===== src/rtl/ovl_pkg.sv =====
`timescale 1ns/1ps
package ovl_pkg;
  localparam int NUM_SPR   = 4;
  localparam int SPR_LG    = 5;
  localparam int COORD_W   = 10;
  localparam int COL_W     = 2;
  localparam int IMG_W     = 2;
  localparam int ROT_W     = 2;
  localparam int RGB_W     = 6;
  localparam int SPR_IDX_W = $clog2(NUM_SPR);
  localparam int PAL_IDX_W = SPR_IDX_W + COL_W;
  localparam int PAL_N     = 1 << PAL_IDX_W;
  localparam int CFG_AW    = 6;
  localparam int CFG_DW    = 8;
  localparam int PIPE_LAT  = 4;

  typedef struct packed {
    logic [COORD_W-1:0] x;
    logic [COORD_W-1:0] y;
    logic [IMG_W-1:0]   img;
    logic               mir;
    logic [ROT_W-1:0]   rot;
    logic               en;
  } spr_cfg_t;

  // Fixed sprite artwork: banded patterns computed from the coordinates.
  function automatic logic [COL_W-1:0] img_pixel(input logic [IMG_W-1:0] img,
                                                 input logic [SPR_LG-1:0] u,
                                                 input logic [SPR_LG-1:0] v);
    logic [COL_W-1:0]   ub;
    logic [COL_W-1:0]   vb;
    logic [2*COL_W-1:0] prod;
    ub   = u[SPR_LG-1 -: COL_W];
    vb   = v[SPR_LG-1 -: COL_W];
    prod = {{(2*COL_W-IMG_W){1'b0}}, img} * {{COL_W{1'b0}}, vb};
    return ub + prod[COL_W-1:0];
  endfunction
endpackage


===== src/rtl/ovl_cfg_bank.sv =====
`timescale 1ns/1ps
module ovl_cfg_bank
  import ovl_pkg::*;
(
  input  logic                                clk,
  input  logic                                rst_n,
  input  logic                                frame_start,
  input  logic                                cfg_we,
  input  logic [CFG_AW-1:0]                   cfg_addr,
  input  logic [CFG_DW-1:0]                   cfg_wdata,
  output spr_cfg_t [NUM_SPR-1:0]              spr_act,
  output logic [PAL_N-1:0][RGB_W-1:0]         pal_act
);
  localparam int HI_W = COORD_W - CFG_DW;

  spr_cfg_t [NUM_SPR-1:0]      spr_sh;
  logic [PAL_N-1:0][RGB_W-1:0] pal_sh;

  logic                 sel_spr;
  logic                 sel_pal;
  logic [SPR_IDX_W-1:0] spr_sel;

  always_comb begin
    sel_spr = cfg_we && !cfg_addr[CFG_AW-1];
    sel_pal = cfg_we && (cfg_addr[CFG_AW-1 -: 2] == 2'b10);
    spr_sel = cfg_addr[3 +: SPR_IDX_W];
  end

  always_ff @(posedge clk) begin
    if (!rst_n) begin
      spr_sh  <= '0;
      pal_sh  <= '0;
      spr_act <= '0;
      pal_act <= '0;
    end else begin
      // The live set takes the shadow contents from before any same-cycle write.
      if (frame_start) begin
        spr_act <= spr_sh;
        pal_act <= pal_sh;
      end
      if (sel_spr) begin
        case (cfg_addr[2:0])
          3'd0: spr_sh[spr_sel].x[CFG_DW-1:0]       <= cfg_wdata;
          3'd1: spr_sh[spr_sel].x[COORD_W-1:CFG_DW] <= cfg_wdata[HI_W-1:0];
          3'd2: spr_sh[spr_sel].y[CFG_DW-1:0]       <= cfg_wdata;
          3'd3: spr_sh[spr_sel].y[COORD_W-1:CFG_DW] <= cfg_wdata[HI_W-1:0];
          3'd4: begin
            spr_sh[spr_sel].en  <= cfg_wdata[0];
            spr_sh[spr_sel].rot <= cfg_wdata[2:1];
            spr_sh[spr_sel].mir <= cfg_wdata[3];
            spr_sh[spr_sel].img <= cfg_wdata[5:4];
          end
          default: ;
        endcase
      end
      if (sel_pal) pal_sh[cfg_addr[PAL_IDX_W-1:0]] <= cfg_wdata[RGB_W-1:0];
    end
  end
endmodule


===== src/rtl/ovl_sprite_lane.sv =====
`timescale 1ns/1ps
module ovl_sprite_lane
  import ovl_pkg::*;
(
  input  logic               clk,
  input  logic               rst_n,
  input  logic [COORD_W-1:0] px_x,
  input  logic [COORD_W-1:0] px_y,
  input  spr_cfg_t           cfg,
  output logic [COL_W-1:0]   col_o
);
  // stage 1: offset and hit window
  logic [COORD_W-1:0] dx;
  logic [COORD_W-1:0] dy;
  logic               hit1;
  logic [SPR_LG-1:0]  dx1;
  logic [SPR_LG-1:0]  dy1;
  logic [ROT_W-1:0]   rot1;
  logic               mir1;
  logic [IMG_W-1:0]   img1;

  always_comb begin
    dx = px_x - cfg.x;
    dy = px_y - cfg.y;
  end

  always_ff @(posedge clk) begin
    if (!rst_n) begin
      hit1 <= 1'b0;
      dx1  <= '0;
      dy1  <= '0;
      rot1 <= '0;
      mir1 <= 1'b0;
      img1 <= '0;
    end else begin
      hit1 <= cfg.en && (dx[COORD_W-1:SPR_LG] == '0) && (dy[COORD_W-1:SPR_LG] == '0);
      dx1  <= dx[SPR_LG-1:0];
      dy1  <= dy[SPR_LG-1:0];
      rot1 <= cfg.rot;
      mir1 <= cfg.mir;
      img1 <= cfg.img;
    end
  end

  // stage 2: inverse rotation, then inverse mirror
  logic [SPR_LG-1:0] ra;
  logic [SPR_LG-1:0] rb;
  logic [SPR_LG-1:0] u2;
  logic [SPR_LG-1:0] v2;
  logic              hit2;
  logic [IMG_W-1:0]  img2;

  always_comb begin
    case (rot1)
      2'd0:    begin ra = dx1;  rb = dy1;  end
      2'd1:    begin ra = dy1;  rb = ~dx1; end
      2'd2:    begin ra = ~dx1; rb = ~dy1; end
      default: begin ra = ~dy1; rb = dx1;  end
    endcase
  end

  always_ff @(posedge clk) begin
    if (!rst_n) begin
      u2   <= '0;
      v2   <= '0;
      hit2 <= 1'b0;
      img2 <= '0;
    end else begin
      u2   <= mir1 ? ~ra : ra;
      v2   <= rb;
      hit2 <= hit1;
      img2 <= img1;
    end
  end

  // stage 3: image fetch
  always_ff @(posedge clk) begin
    if (!rst_n) col_o <= '0;
    else        col_o <= hit2 ? img_pixel(img2, u2, v2) : '0;
  end
endmodule


===== src/rtl/ovl_merge_out.sv =====
`timescale 1ns/1ps
module ovl_merge_out
  import ovl_pkg::*;
(
  input  logic                         clk,
  input  logic                         rst_n,
  input  logic                         v_i,
  input  logic [NUM_SPR-1:0][COL_W-1:0] col_i,
  input  logic [PAL_IDX_W-1:0]         bg_i,
  input  logic [PAL_N-1:0][RGB_W-1:0]  pal,
  output logic                         out_valid,
  output logic [RGB_W-1:0]             out_rgb
);
  logic [PAL_IDX_W-1:0] idx;

  always_comb begin
    idx = bg_i;
    // descending walk so the lowest-numbered opaque lane is written last
    for (int s = NUM_SPR - 1; s >= 0; s--) begin
      if (col_i[s] != '0) idx = PAL_IDX_W'((s << COL_W) | int'(col_i[s]));
    end
  end

  always_ff @(posedge clk) begin
    if (!rst_n) begin
      out_valid <= 1'b0;
      out_rgb   <= '0;
    end else begin
      out_valid <= v_i;
      out_rgb   <= v_i ? pal[idx] : '0;
    end
  end
endmodule


===== src/rtl/sprite_overlay_engine.sv =====
`timescale 1ns/1ps
module sprite_overlay_engine
  import ovl_pkg::*;
(
  input  logic                 clk,
  input  logic                 rst_n,
  input  logic                 frame_start,
  input  logic                 cfg_we,
  input  logic [CFG_AW-1:0]    cfg_addr,
  input  logic [CFG_DW-1:0]    cfg_wdata,
  input  logic                 px_valid,
  input  logic [COORD_W-1:0]   px_x,
  input  logic [COORD_W-1:0]   px_y,
  input  logic [PAL_IDX_W-1:0] px_bg,
  output logic                 out_valid,
  output logic [RGB_W-1:0]     out_rgb
);
  localparam int SIDE_DEPTH = PIPE_LAT - 1;

  spr_cfg_t [NUM_SPR-1:0]               spr_act;
  logic [PAL_N-1:0][RGB_W-1:0]          pal_act;
  logic [NUM_SPR-1:0][COL_W-1:0]        lane_col;
  logic [SIDE_DEPTH-1:0]                v_pipe;
  logic [SIDE_DEPTH-1:0][PAL_IDX_W-1:0] bg_pipe;
  logic                                 v3;
  logic [PAL_IDX_W-1:0]                 bg3;

  ovl_cfg_bank i_cfg (
    .clk(clk), .rst_n(rst_n), .frame_start(frame_start),
    .cfg_we(cfg_we), .cfg_addr(cfg_addr), .cfg_wdata(cfg_wdata),
    .spr_act(spr_act), .pal_act(pal_act)
  );

  for (genvar s = 0; s < NUM_SPR; s++) begin : g_lane
    ovl_sprite_lane i_lane (
      .clk(clk), .rst_n(rst_n), .px_x(px_x), .px_y(px_y),
      .cfg(spr_act[s]), .col_o(lane_col[s])
    );
  end

  // valid and background travel beside the lanes for three stages
  always_ff @(posedge clk) begin
    if (!rst_n) begin
      v_pipe  <= '0;
      bg_pipe <= '0;
    end else begin
      v_pipe  <= {v_pipe[SIDE_DEPTH-2:0], px_valid};
      bg_pipe <= {bg_pipe[SIDE_DEPTH-2:0], px_bg};
    end
  end

  assign v3  = v_pipe[SIDE_DEPTH-1];
  assign bg3 = bg_pipe[SIDE_DEPTH-1];

  ovl_merge_out i_out (
    .clk(clk), .rst_n(rst_n), .v_i(v3), .col_i(lane_col), .bg_i(bg3),
    .pal(pal_act), .out_valid(out_valid), .out_rgb(out_rgb)
  );
endmodule


===== config.mk =====
export PLATFORM = sky130hd
export DESIGN_NAME = sprite_overlay_engine
export DESIGN_NICKNAME = d
export VERILOG_FILES = /design/src/rtl/ovl_pkg.sv /design/src/rtl/ovl_cfg_bank.sv /design/src/rtl/ovl_sprite_lane.sv /design/src/rtl/ovl_merge_out.sv /design/src/rtl/sprite_overlay_engine.sv
export SDC_FILE = /design/constraint.sdc
export NUM_CORES = 1
export LEC_CHECK = 0
export ABC_AREA = 1
export BUFFER_PORTS_ARGS = -buffer_cell sky130_fd_sc_hd__buf_2
export CORE_MARGIN = 2
export CORE_UTILIZATION = 65
export DETAILED_ROUTE_END_ITERATION = 10
export PLACE_DENSITY = 0.86
export SKIP_LAST_GASP = 1
export SYNTH_ARGS = -nofsm -noshare
export SYNTH_HDL_FRONTEND = slang
export SYNTH_HIERARCHICAL = 1
export SYNTH_SLANG_ARGS = --single-unit

===== constraint.sdc =====
create_clock -name clk -period 2.5 [get_ports clk]
set_input_delay 0.25 -clock clk [delete_from_list [all_inputs] [get_ports clk]]
set_output_delay 0.25 -clock clk [all_outputs]
set_load 0.05 [all_outputs]

**After elaboration in Yosys (flattened, before gate mapping)**

Index checks and enable logic that the tools add are counted.

- Muxes and demuxes: 46
- Reductions and logical operators: 37
- $add $sub $neg: 12
- Eq/ne operators: 13
- Multipliers: 4
- Order comparisons: 5
- Bitwise gates (word level): 12

Operators by type and width:

| cell | number |
|---|---|
| $bwmux W104 | 8 |
| $pmux W104 S5 | 1 |
| $demux W26 S2 | 8 |
| $pmux W5 S3 | 8 |
| $bwmux W96 | 1 |
| $sub A10 B10 Y10 | 8 |
| $not A5 Y5 | 12 |
| $logic_not A5 Y1 | 8 |
| $mux W26 | 1 |
| $bmux W6 S4 | 1 |
| $demux W6 S4 | 1 |
| $mux W24 | 1 |
| $mux W4 | 5 |
| $mux W5 | 4 |
| $mux W6 | 3 |
| $mux W16 | 1 |
| $mux W14 | 1 |
| $logic_and A1 B1 Y1 | 12 |
| $reduce_and A2 Y1 | 6 |
| $eq A2 B2 Y1 const B | 5 |
| $lt A4 B5 Y1 const B | 2 |
| $add A2 B2 Y2 | 4 |
| $eq A2 B1 Y1 const B | 4 |
| $logic_not A2 Y1 | 4 |
| 13 further kinds | 20 |

- Register bits: 546
- Output and inout bits: 7
- Input port bits: 43

**Depth between registers and ports, before layout**

Gate-level depths: netlist of the first run.

- Depth after elaboration: 9
- Depth in mapped cells: 13

**Hierarchy**

Netlist of the first run, hierarchy kept.

By module, submodules not included:

| module | cells an instance | area an instance (µm²) | sequential area each (µm²) | times used |
|---|---|---|---|---|
| ovl_cfg_bank | 2120 | 15142.0 | 8007.7 | 1 |
| ovl_sprite_lane (g_lane[0].i_lane ...) | 250 | 1535.2 | 380.4 | 3 |
| ovl_merge_out | 332 | 1697.9 | 140.1 | 1 |
| ovl_sprite_lane (g_lane[3].i_lane) | 256 | 1560.2 | 380.4 | 1 |
| sprite_overlay_engine | 46 | 424.2 | 300.3 | 1 |

**Worst setup path after synthesis of the first run**

OpenSTA, ideal clock, no wires.

- Kind: reg-to-reg
- Start point: reg, netlist name i_cfg/spr_act[10]
- End point: reg g_lane[0].i_lane.hit1
- Period minus slack after synthesis: 1.577 ns
- Setup time: 0.111 ns
- Data required time: 2.389 ns
- Path slack: 0.923 ns
- Cell stages (with the launch flop): 12
- Arrival: 1.466 ns
- Cells stage by stage: dfxtp_1 -> inv_1 -> ha_1 -> a21oi_1 -> nand3_1 -> nand2_1 -> nand2_1 -> or2_1 -> nand2_1 -> nor2_1 -> nand2_1 -> nor2_1

- Word-level cells in the longest chain between the ends: 3

RTL lines:

| element | line | source |
|---|---|---|
| $sub A10 B10 Y10 | ovl_sprite_lane.sv:24 | `dy = px_y - cfg.y;` |
| $logic_not A5 Y1 | ovl_sprite_lane.sv:36 | `hit1 <= cfg.en && (dx[COORD_W-1:SPR_LG] == '0) && (dy[COORD_W-1:SPR_LG] == '0);` |
| $logic_and A1 B1 Y1 | ovl_sprite_lane.sv:36 |  |
| end signal: assignment | ovl_sprite_lane.sv:36 |  |
| end: declaration | ovl_sprite_lane.sv:15 | `logic hit1;` |

Every way passes these cells.
A chain may end at the register's enable or synchronous reset.

**Worst setup path in the final report of the first run**

- Start point: reg g_lane[2].i_lane.col_o[0]
- End point: reg i_out.out_rgb[0]

- Word-level cells in the longest chain between the ends: 6

RTL lines:

| element | line | source |
|---|---|---|
| start: declaration | ovl_sprite_lane.sv:10 | `output logic [COL_W-1:0] col_o` |
| start signal: assignment | ovl_sprite_lane.sv:79 | `else col_o <= hit2 ? img_pixel(img2, u2, v2) : '0;` |
| $reduce_bool A2 Y1 | ovl_merge_out.sv:20 | `if (col_i[s] != '0) idx = PAL_IDX_W'((s << COL_W) \| int'(col_i[s]));` |
| $mux W4 * (3 in series) | ovl_merge_out.sv:20 |  |
| $bmux W6 S4 * | ovl_merge_out.sv:30 | `out_rgb <= v_i ? pal[idx] : '0;` |
| $mux W6 (not written as such) * | ovl_merge_out.sv:30 |  |
| end signal: assignment | ovl_merge_out.sv:30 |  |
| end: declaration | ovl_merge_out.sv:12 | `output logic [RGB_W-1:0] out_rgb` |

Mark *: on every way between the ends. The rest lies on a longest branch, timed or not. The select of a mux whose other input is x is not followed.

==> results of run 1 <==
==> layout by cell type, fill, tap and decap left out, types with 13 or more instances in the layout <==
| cell type | Yosys | routed |
|---|---|---|
| inv_2 | 15 | 14 |
| ha_1 | 68 | 68 |
| clkbuf_8 | 0 | 15 |
| nand3b_1 | 19 | 19 |
| a21oi_1 | 219 | 219 |
| clkbuf_16 | 0 | 49 |
| xnor2_1 | 13 | 13 |
| dfxtp_1 | 498 | 498 |
| nand4_1 | 16 | 16 |
| nand2_1 | 807 | 807 |
| o21ai_0 | 321 | 321 |
| nand3_1 | 220 | 220 |
| inv_1 | 449 | 449 |
| buf_2 | 30 | 47 |
| buf_4 | 6 | 35 |
| nor2_1 | 607 | 604 |
==> kinds of logic after synthesis <==
family	after synthesis	share of synthesized area, %
mux	8	0.385
compound gates	575	12.6
fa+ha+maj	68	3.63
buf+inv	629	10.5
flops	498	42.6
simple gates	1702	29.4
xor+xnor	24	0.897
==> through the flow <==
| step | utilization (%) | hold WS (ns) | power, mW | instances | setup slack [ns] |
|---|---|---|---|---|---|
| finish | 71.8 | 0.0947 | 17.6 | 3982 | 0.332 |
| detailed placement | 67.4 | 0.405 | 10.6 | 3892 | 0.428 |
| global route | 71.8 | 0.101 | 18.2 | 3982 | 0.200 |
| floorplan | - | 0.343 | 9.96 | 3504 | 0.923 |
| CTS | 71.8 | 0.0667 | 17.6 | 3981 | 0.401 |
| global placement | 67.4 | 0.398 | 10.6 | 3892 | 0.486 |
==> cells in the mapped netlist (3+ instances only) <==
library cell	number	area share, %
nand2_2	7	0.19
o21bai_1	8	0.26
nand3_1	220	4.7
nor2_2	5	0.13
a21oi_1	219	4.7
ha_1	68	3.6
nor2_1	607	9.7
nand3b_1	19	0.61
o21a_1	6	0.19
clkbuf_1	111	1.8
dfxtp_1	498	43
buf_2	30	0.64
buf_4	6	0.19
a31oi_1	7	0.19
inv_1	449	7.2
nand4_1	16	0.43
a21o_1	6	0.19
buf_1	11	0.18
a21boi_0	3	0.096
nor3_1	11	0.23
o21ai_0	321	6.9
or2_1	3	0.080
xor2_1	11	0.41
xnor2_1	13	0.49
mux2_2	8	0.38
inv_2	15	0.24
nor2_4	3	0.14
nand2_1	807	13
buf_6	6	0.29
==> worst min-delay path, cell delays in order <==
cell	delay [ns]
buf_2	0.19
nor2_1	0.12
nor2_1	0.05
==> sequential cells by signal, indices dropped and copies added, names as in the netlist, 96 cells and up <==
| signal | flops |
|---|---|
| i_cfg/spr_sh | 104 |
| i_cfg/spr_act | 104 |
| i_cfg/pal_sh | 96 |
| i_cfg/pal_act | 96 |
==> power breakdown <==
group,leakage [nW],internal (mW),switching [mW],total [mW]
Clock,0.758,4.03,3.01,7.04
Sequential,4.06,8.21,0.162,8.38
Combinational,7.38,0.680,1.50,2.18
Total,12.2,12.9,4.67,17.6
==> cell type report <==
class                      count  area, um2  area share (%)
timing repair buffer          96        714            2.80
inverter                     465       1750            6.84
antenna                        1       2.50         0.00980
clock inverter                11       67.6           0.264
clock buffer                  73       1470            5.74
multi-input combinational   2377      11000            43.1
tap                          461        577            2.26
sequential                   498       9970            39.0
==> worst min path at each step <==
stage                                                    from                                  end  slack, ns  depth (start not counted)
after floorplan                                         rst_n                    bg3[3]$_SDFF_PN0_       0.34                          2
after global placement    g_lane[3].i_lane/img1[1]$_SDFF_PN0_  g_lane[3].i_lane/img2[1]$_SDFF_PN0_       0.40                          2
after detailed placement  g_lane[3].i_lane/img1[0]$_SDFF_PN0_  g_lane[3].i_lane/img2[0]$_SDFF_PN0_       0.41                          2
after CTS                                        cfg_wdata[6]        i_cfg/spr_sh[22]$_SDFFE_PN0P_       0.07                          3
after global routing                             cfg_wdata[6]        i_cfg/spr_sh[22]$_SDFFE_PN0P_       0.10                          3
final                                            cfg_wdata[6]        i_cfg/spr_sh[22]$_SDFFE_PN0P_       0.09                          3
==> routing by layer <==
| metal | wire length (um) | part of all wire (%) | vias to the layer above |
|---|---|---|---|
| li1 | - | - | 10900 |
| met5 | 13 | 0.019 | - |
| met2 | 30100 | 44 | 1142 |
| met4 | 2320 | 3.4 | 2 |
| met1 | 28300 | 41 | 10200 |
| met3 | 7470 | 11 | 158 |
==> impl_metrics.yaml, run 1 <==
logic_synthesis:
  synth_edf_count: 0
  ys_ff_latch: 498
  syn_avg_cell_area_um2: 6.69
  synth_area_um2: 23400
  synthArstFlopShare_pct: 0
  yosysSeqAreaShare_pct: 42.6
  synth_ff_type: "dfxtp_1"
  synthCells: 3504
  synthDistinctLibCells: 37
  yosysWarnings: 6
  syn_nets: 3615
setup_path:
  worstSetupStartpointType: "register"
  cp.required_ns: 2.93
  critPathMaxStageDelay_ns: 0.53
  worstSetupPathDepth: 10
  critPathLaunch: "g_lane[2].i_lane/col_o[0]$_SDFF_PN0_"
  path_buf_inv: 0
  crit-reg2reg-capture: "i_out/out_rgb[0]$_SDFF_PN0_"
  reg2reg_depth: 10
  critPathMaxFanout: 24
  critPathTopFamily: "simple AND/OR/NAND/NOR gates"
  r2r-start: "g_lane[2].i_lane/col_o[0]$_SDFF_PN0_"
  crit_type: "register to register"
  rrSetupSlack_ns: 0.33
  arrival_ns: 2.60
  crit_chain: "nor2_2 > nand3_1 > nand3_2 > nand2_1 > nand2_1 > nand2_1 > nand3_1 > nand3_1 > nand3_1 > a21oi_1"
  endpoint: "i_out/out_rgb[0]$_SDFF_PN0_"
  worst_path_max_delay_cell: "nand2_1"
  crit_path_frequent_cell: "nand3_1"
  end_kind: "register"
drt:
  drt-total-wl_um: 68200
  postRouteAntennaNets: 0
  viasPerCell: 5.64
  drcViolationCount: 0
  drt_first_pass_iters: 7
  wl_per_cell_um: 17.1
  num_vias: 22400
  first_iter_violations: 2648
global_routing:
  grt_usage_pct: 35.5
  grt_use_met1_pct: 49.8
  grt_max_degree: 130
  grt_pass1_wl_um: 108000
  antenna_found_initial: 2
  overflow: 0
  use_met2_pct: 55.4
  busiest_layer: "met2"
  grt_pass1_vias: 20700
  gr-usage-met3_pct: 6.14
final_layout:
  area_growth_pct: 9.03
  fin_area_um2: 25500
  layout.nets: 3597
  drive_above_1_share_pct: 6.08
  fillers: 2844
timing:
  hold_viol: 0
  slew_headroom_pct: 33.4
  worstMarginPinSlew_ns: 0.997
  rsz0062_at_grt: "no"
  fin_crit_ns: 2.17
  tns_ns: 0
  fmax_mhz: 461
  finalSetupViolations: 0
  fin_crit_sh_pct: 86.7
  drv_slew: 0
  skew_ns: 0.00901
floorplanning:
  coreArea_um2: 35600
  die_w_um: 194
  start_util_pct: 65.9
  dieArea_um2: 37600
  die_h_um: 194
  design.portCount: 50
  num_rows: 69
clock_tree:
  clock_latency_ns: 0.56
  post-cts-setup-buffer-count: 0
  htreeDepth: 2
  cts-hold-fix-buffers: 5
  cts.sink_count: 498
  cts_root_buf: "clkbuf_16"
  clk_pin_slew_worst_paths_ns: 0.07
  cts_tree: "built"
  cts_buffers: 48
  ctsLongestPathBuffers: 3
  cts_resized: 0
power:
  p_leak_nw: 12.2
  power_density_nw_per_um2: 689
  vdd_drop_max_uv: 866
worst_hold_path:
  min_path_type: "input port to register"
run_status:
  outcome: "completed"
placement:
  port_buffers: 49
  gp_congestion: 0.930
  post_dp_cell_area_um2: 24000
  dp_hpwl_um: 47000
run:
  maxCapViolCount: 0
(Power assumes the default switching activity.)
==> run 2: changes to the inputs <==
--- a/config.mk
+++ b/config.mk
@@ -10,7 +10,7 @@
 export CORE_MARGIN = 2
 export CORE_UTILIZATION = 65
 export DETAILED_ROUTE_END_ITERATION = 10
-export PLACE_DENSITY = 0.86
+export PLACE_DENSITY = 0.82
 export SKIP_LAST_GASP = 1
 export SYNTH_ARGS = -nofsm -noshare
 export SYNTH_HDL_FRONTEND = slang
==> impl_metrics.yaml, run 2 (synthesis gave the netlist of run 1 again) <==
clock_tree:
  cts-hold-fix-buffers: 5
  clk_pin_slew_worst_paths_ns: 0.06
  cts_buffers: 50
  ctsLongestPathBuffers: 3
  post-cts-setup-buffer-count: 0
  cts.sink_count: 498
  htreeDepth: 2
  cts_root_buf: "clkbuf_16"
  cts_tree: "built"
  cts_resized: 0
  clock_latency_ns: 0.57
final_layout:
  layout.nets: 3599
  fillers: 2903
  postLayoutCoreUtil_pct: 72.3
  fin_area_um2: 25700
  multi_input_area_um2: 11000
  layout_common_cells: "807 x nand2_1, 604 x nor2_1, 498 x dfxtp_1"
  area_growth_pct: 9.78
  regArea_um2: 9970
  drive_above_1_share_pct: 6.18
  mostFrequentLayoutCell: "nand2_1"
  largest_registers: "i_cfg/spr_act (104), i_cfg/spr_sh (104)"
global_routing:
  gr-usage-met3_pct: 5.83
  busiest_layer: "met2"
  grt_max_degree: 139
  overflow: 0
  grt_usage_pct: 34.8
  grt_pass1_vias: 20200
  antenna_found_initial: 1
  grt_pass1_wl_um: 106000
  grt_use_met1_pct: 49.9
  use_met2_pct: 53.8
timing:
  fmax_mhz: 475
  fin_crit_ns: 2.10
  slew_headroom_pct: 34.0
  tns_ns: 0
  skew_ns: 0.0139
  drv_slew: 0
  rsz0062_at_grt: "no"
  worstMarginPinSlew_ns: 0.989
  hold_viol: 0
  fin_crit_sh_pct: 84.2
  finalSetupViolations: 0
setup_path:
  worstSetupStartpointType: "register"
  reg2reg_depth: 10
  endpoint: "i_out/out_rgb[4]$_SDFF_PN0_"
  arrival_ns: 2.55
  critPathLaunch: "g_lane[2].i_lane/col_o[0]$_SDFF_PN0_"
  end_kind: "register"
  r2r-start: "g_lane[2].i_lane/col_o[0]$_SDFF_PN0_"
  crit-reg2reg-capture: "i_out/out_rgb[4]$_SDFF_PN0_"
  crit_type: "register to register"
  critPathMaxFanout: 24
  cp.required_ns: 2.95
  rrSetupSlack_ns: 0.40
run:
  maxCapViolCount: 0
placement:
  gp_congestion: 0.933
  post_dp_cell_area_um2: 23900
  dp_hpwl_um: 46700
  port_buffers: 49
floorplanning:
  num_rows: 69
  die_w_um: 194
  design.portCount: 50
  die_h_um: 194
  dieArea_um2: 37600
  coreArea_um2: 35600
  start_util_pct: 65.9
drt:
  wl_per_cell_um: 16.8
  first_iter_violations: 2501
  drt_first_pass_iters: 8
  postRouteAntennaNets: 0
  drcViolationCount: 0
  viasPerCell: 5.57
  drt-total-wl_um: 67100
  num_vias: 22200
worst_hold_path:
  min_path_type: "input port to register"
  min_path_cells: 3
power:
  vdd_drop_max_uv: 661
  p_leak_nw: 12.3
  power_density_nw_per_um2: 714
run_status:
  outcome: "completed"
## run 2: metal layers
metal	part of all wire (%)	up-vias	wire [um]
li1	-	10900	-
met2	43	1033	28900
met1	44	10100	29800
met4	3.0	0	2020
met3	9.5	140	6390
met5	0	-	0
## run 2: metrics by stage
| stage | hold slack, ns | power, mW | setup WS (ns) | instances |
|---|---|---|---|---|
| 2_1_floorplan | 0.343 | 9.96 | 0.923 | 3504 |
| 3_3_place_gp | 0.393 | 10.5 | 0.493 | 3892 |
| 3_5_place_dp | 0.404 | 10.6 | 0.482 | 3892 |
| 4_1_cts | 0.0301 | 18.4 | 0.458 | 3988 |
| 5_1_grt | 0.0608 | 19.0 | 0.251 | 3989 |
| 6_report | 0.0516 | 18.4 | 0.395 | 3989 |
## run 2: worst min path at each step
stage,from,to
floorplan,rst_n,bg3[3]$_SDFF_PN0_
global placement,g_lane[2].i_lane/img1[1]$_SDFF_PN0_,g_lane[2].i_lane/img2[1]$_SDFF_PN0_
detailed placement,bg_pipe[1]$_SDFF_PN0_,bg_pipe[5]$_SDFF_PN0_
CTS,cfg_wdata[7],i_cfg/spr_sh[49]$_SDFFE_PN0P_
global route,cfg_wdata[7],i_cfg/spr_sh[49]$_SDFFE_PN0P_
finish,cfg_wdata[7],i_cfg/spr_sh[49]$_SDFFE_PN0P_
## run 2: cell type report
cell class	count	share of cell area [%]
timing repair buffer	96	2.63
multi-input combinational	2377	42.8
clock inverter	14	0.817
sequential	498	38.8
tap	461	2.24
clock buffer	77	5.97
antenna	1	0.00973
inverter	465	6.79
## run 2: where the power goes
group          total [mW]  leakage, nW  internal [mW]  switching, mW
registers            8.37         4.06           8.21          0.150
clock network        7.85        0.849           4.74           3.11
logic                2.14         7.37          0.673           1.47
## run 2: worst max-delay path: stages (launching register included)
cell and delay, ns:
dfxtp_1 0.33, nor2_2 0.21, nand3_1 0.13, nand3_2 0.09, nand2_1 0.06, nand2_1 0.06, nand2_1 0.46, nand3_1 0.37
nand3_1 0.10, nand3_1 0.10, a21oi_1 0.08
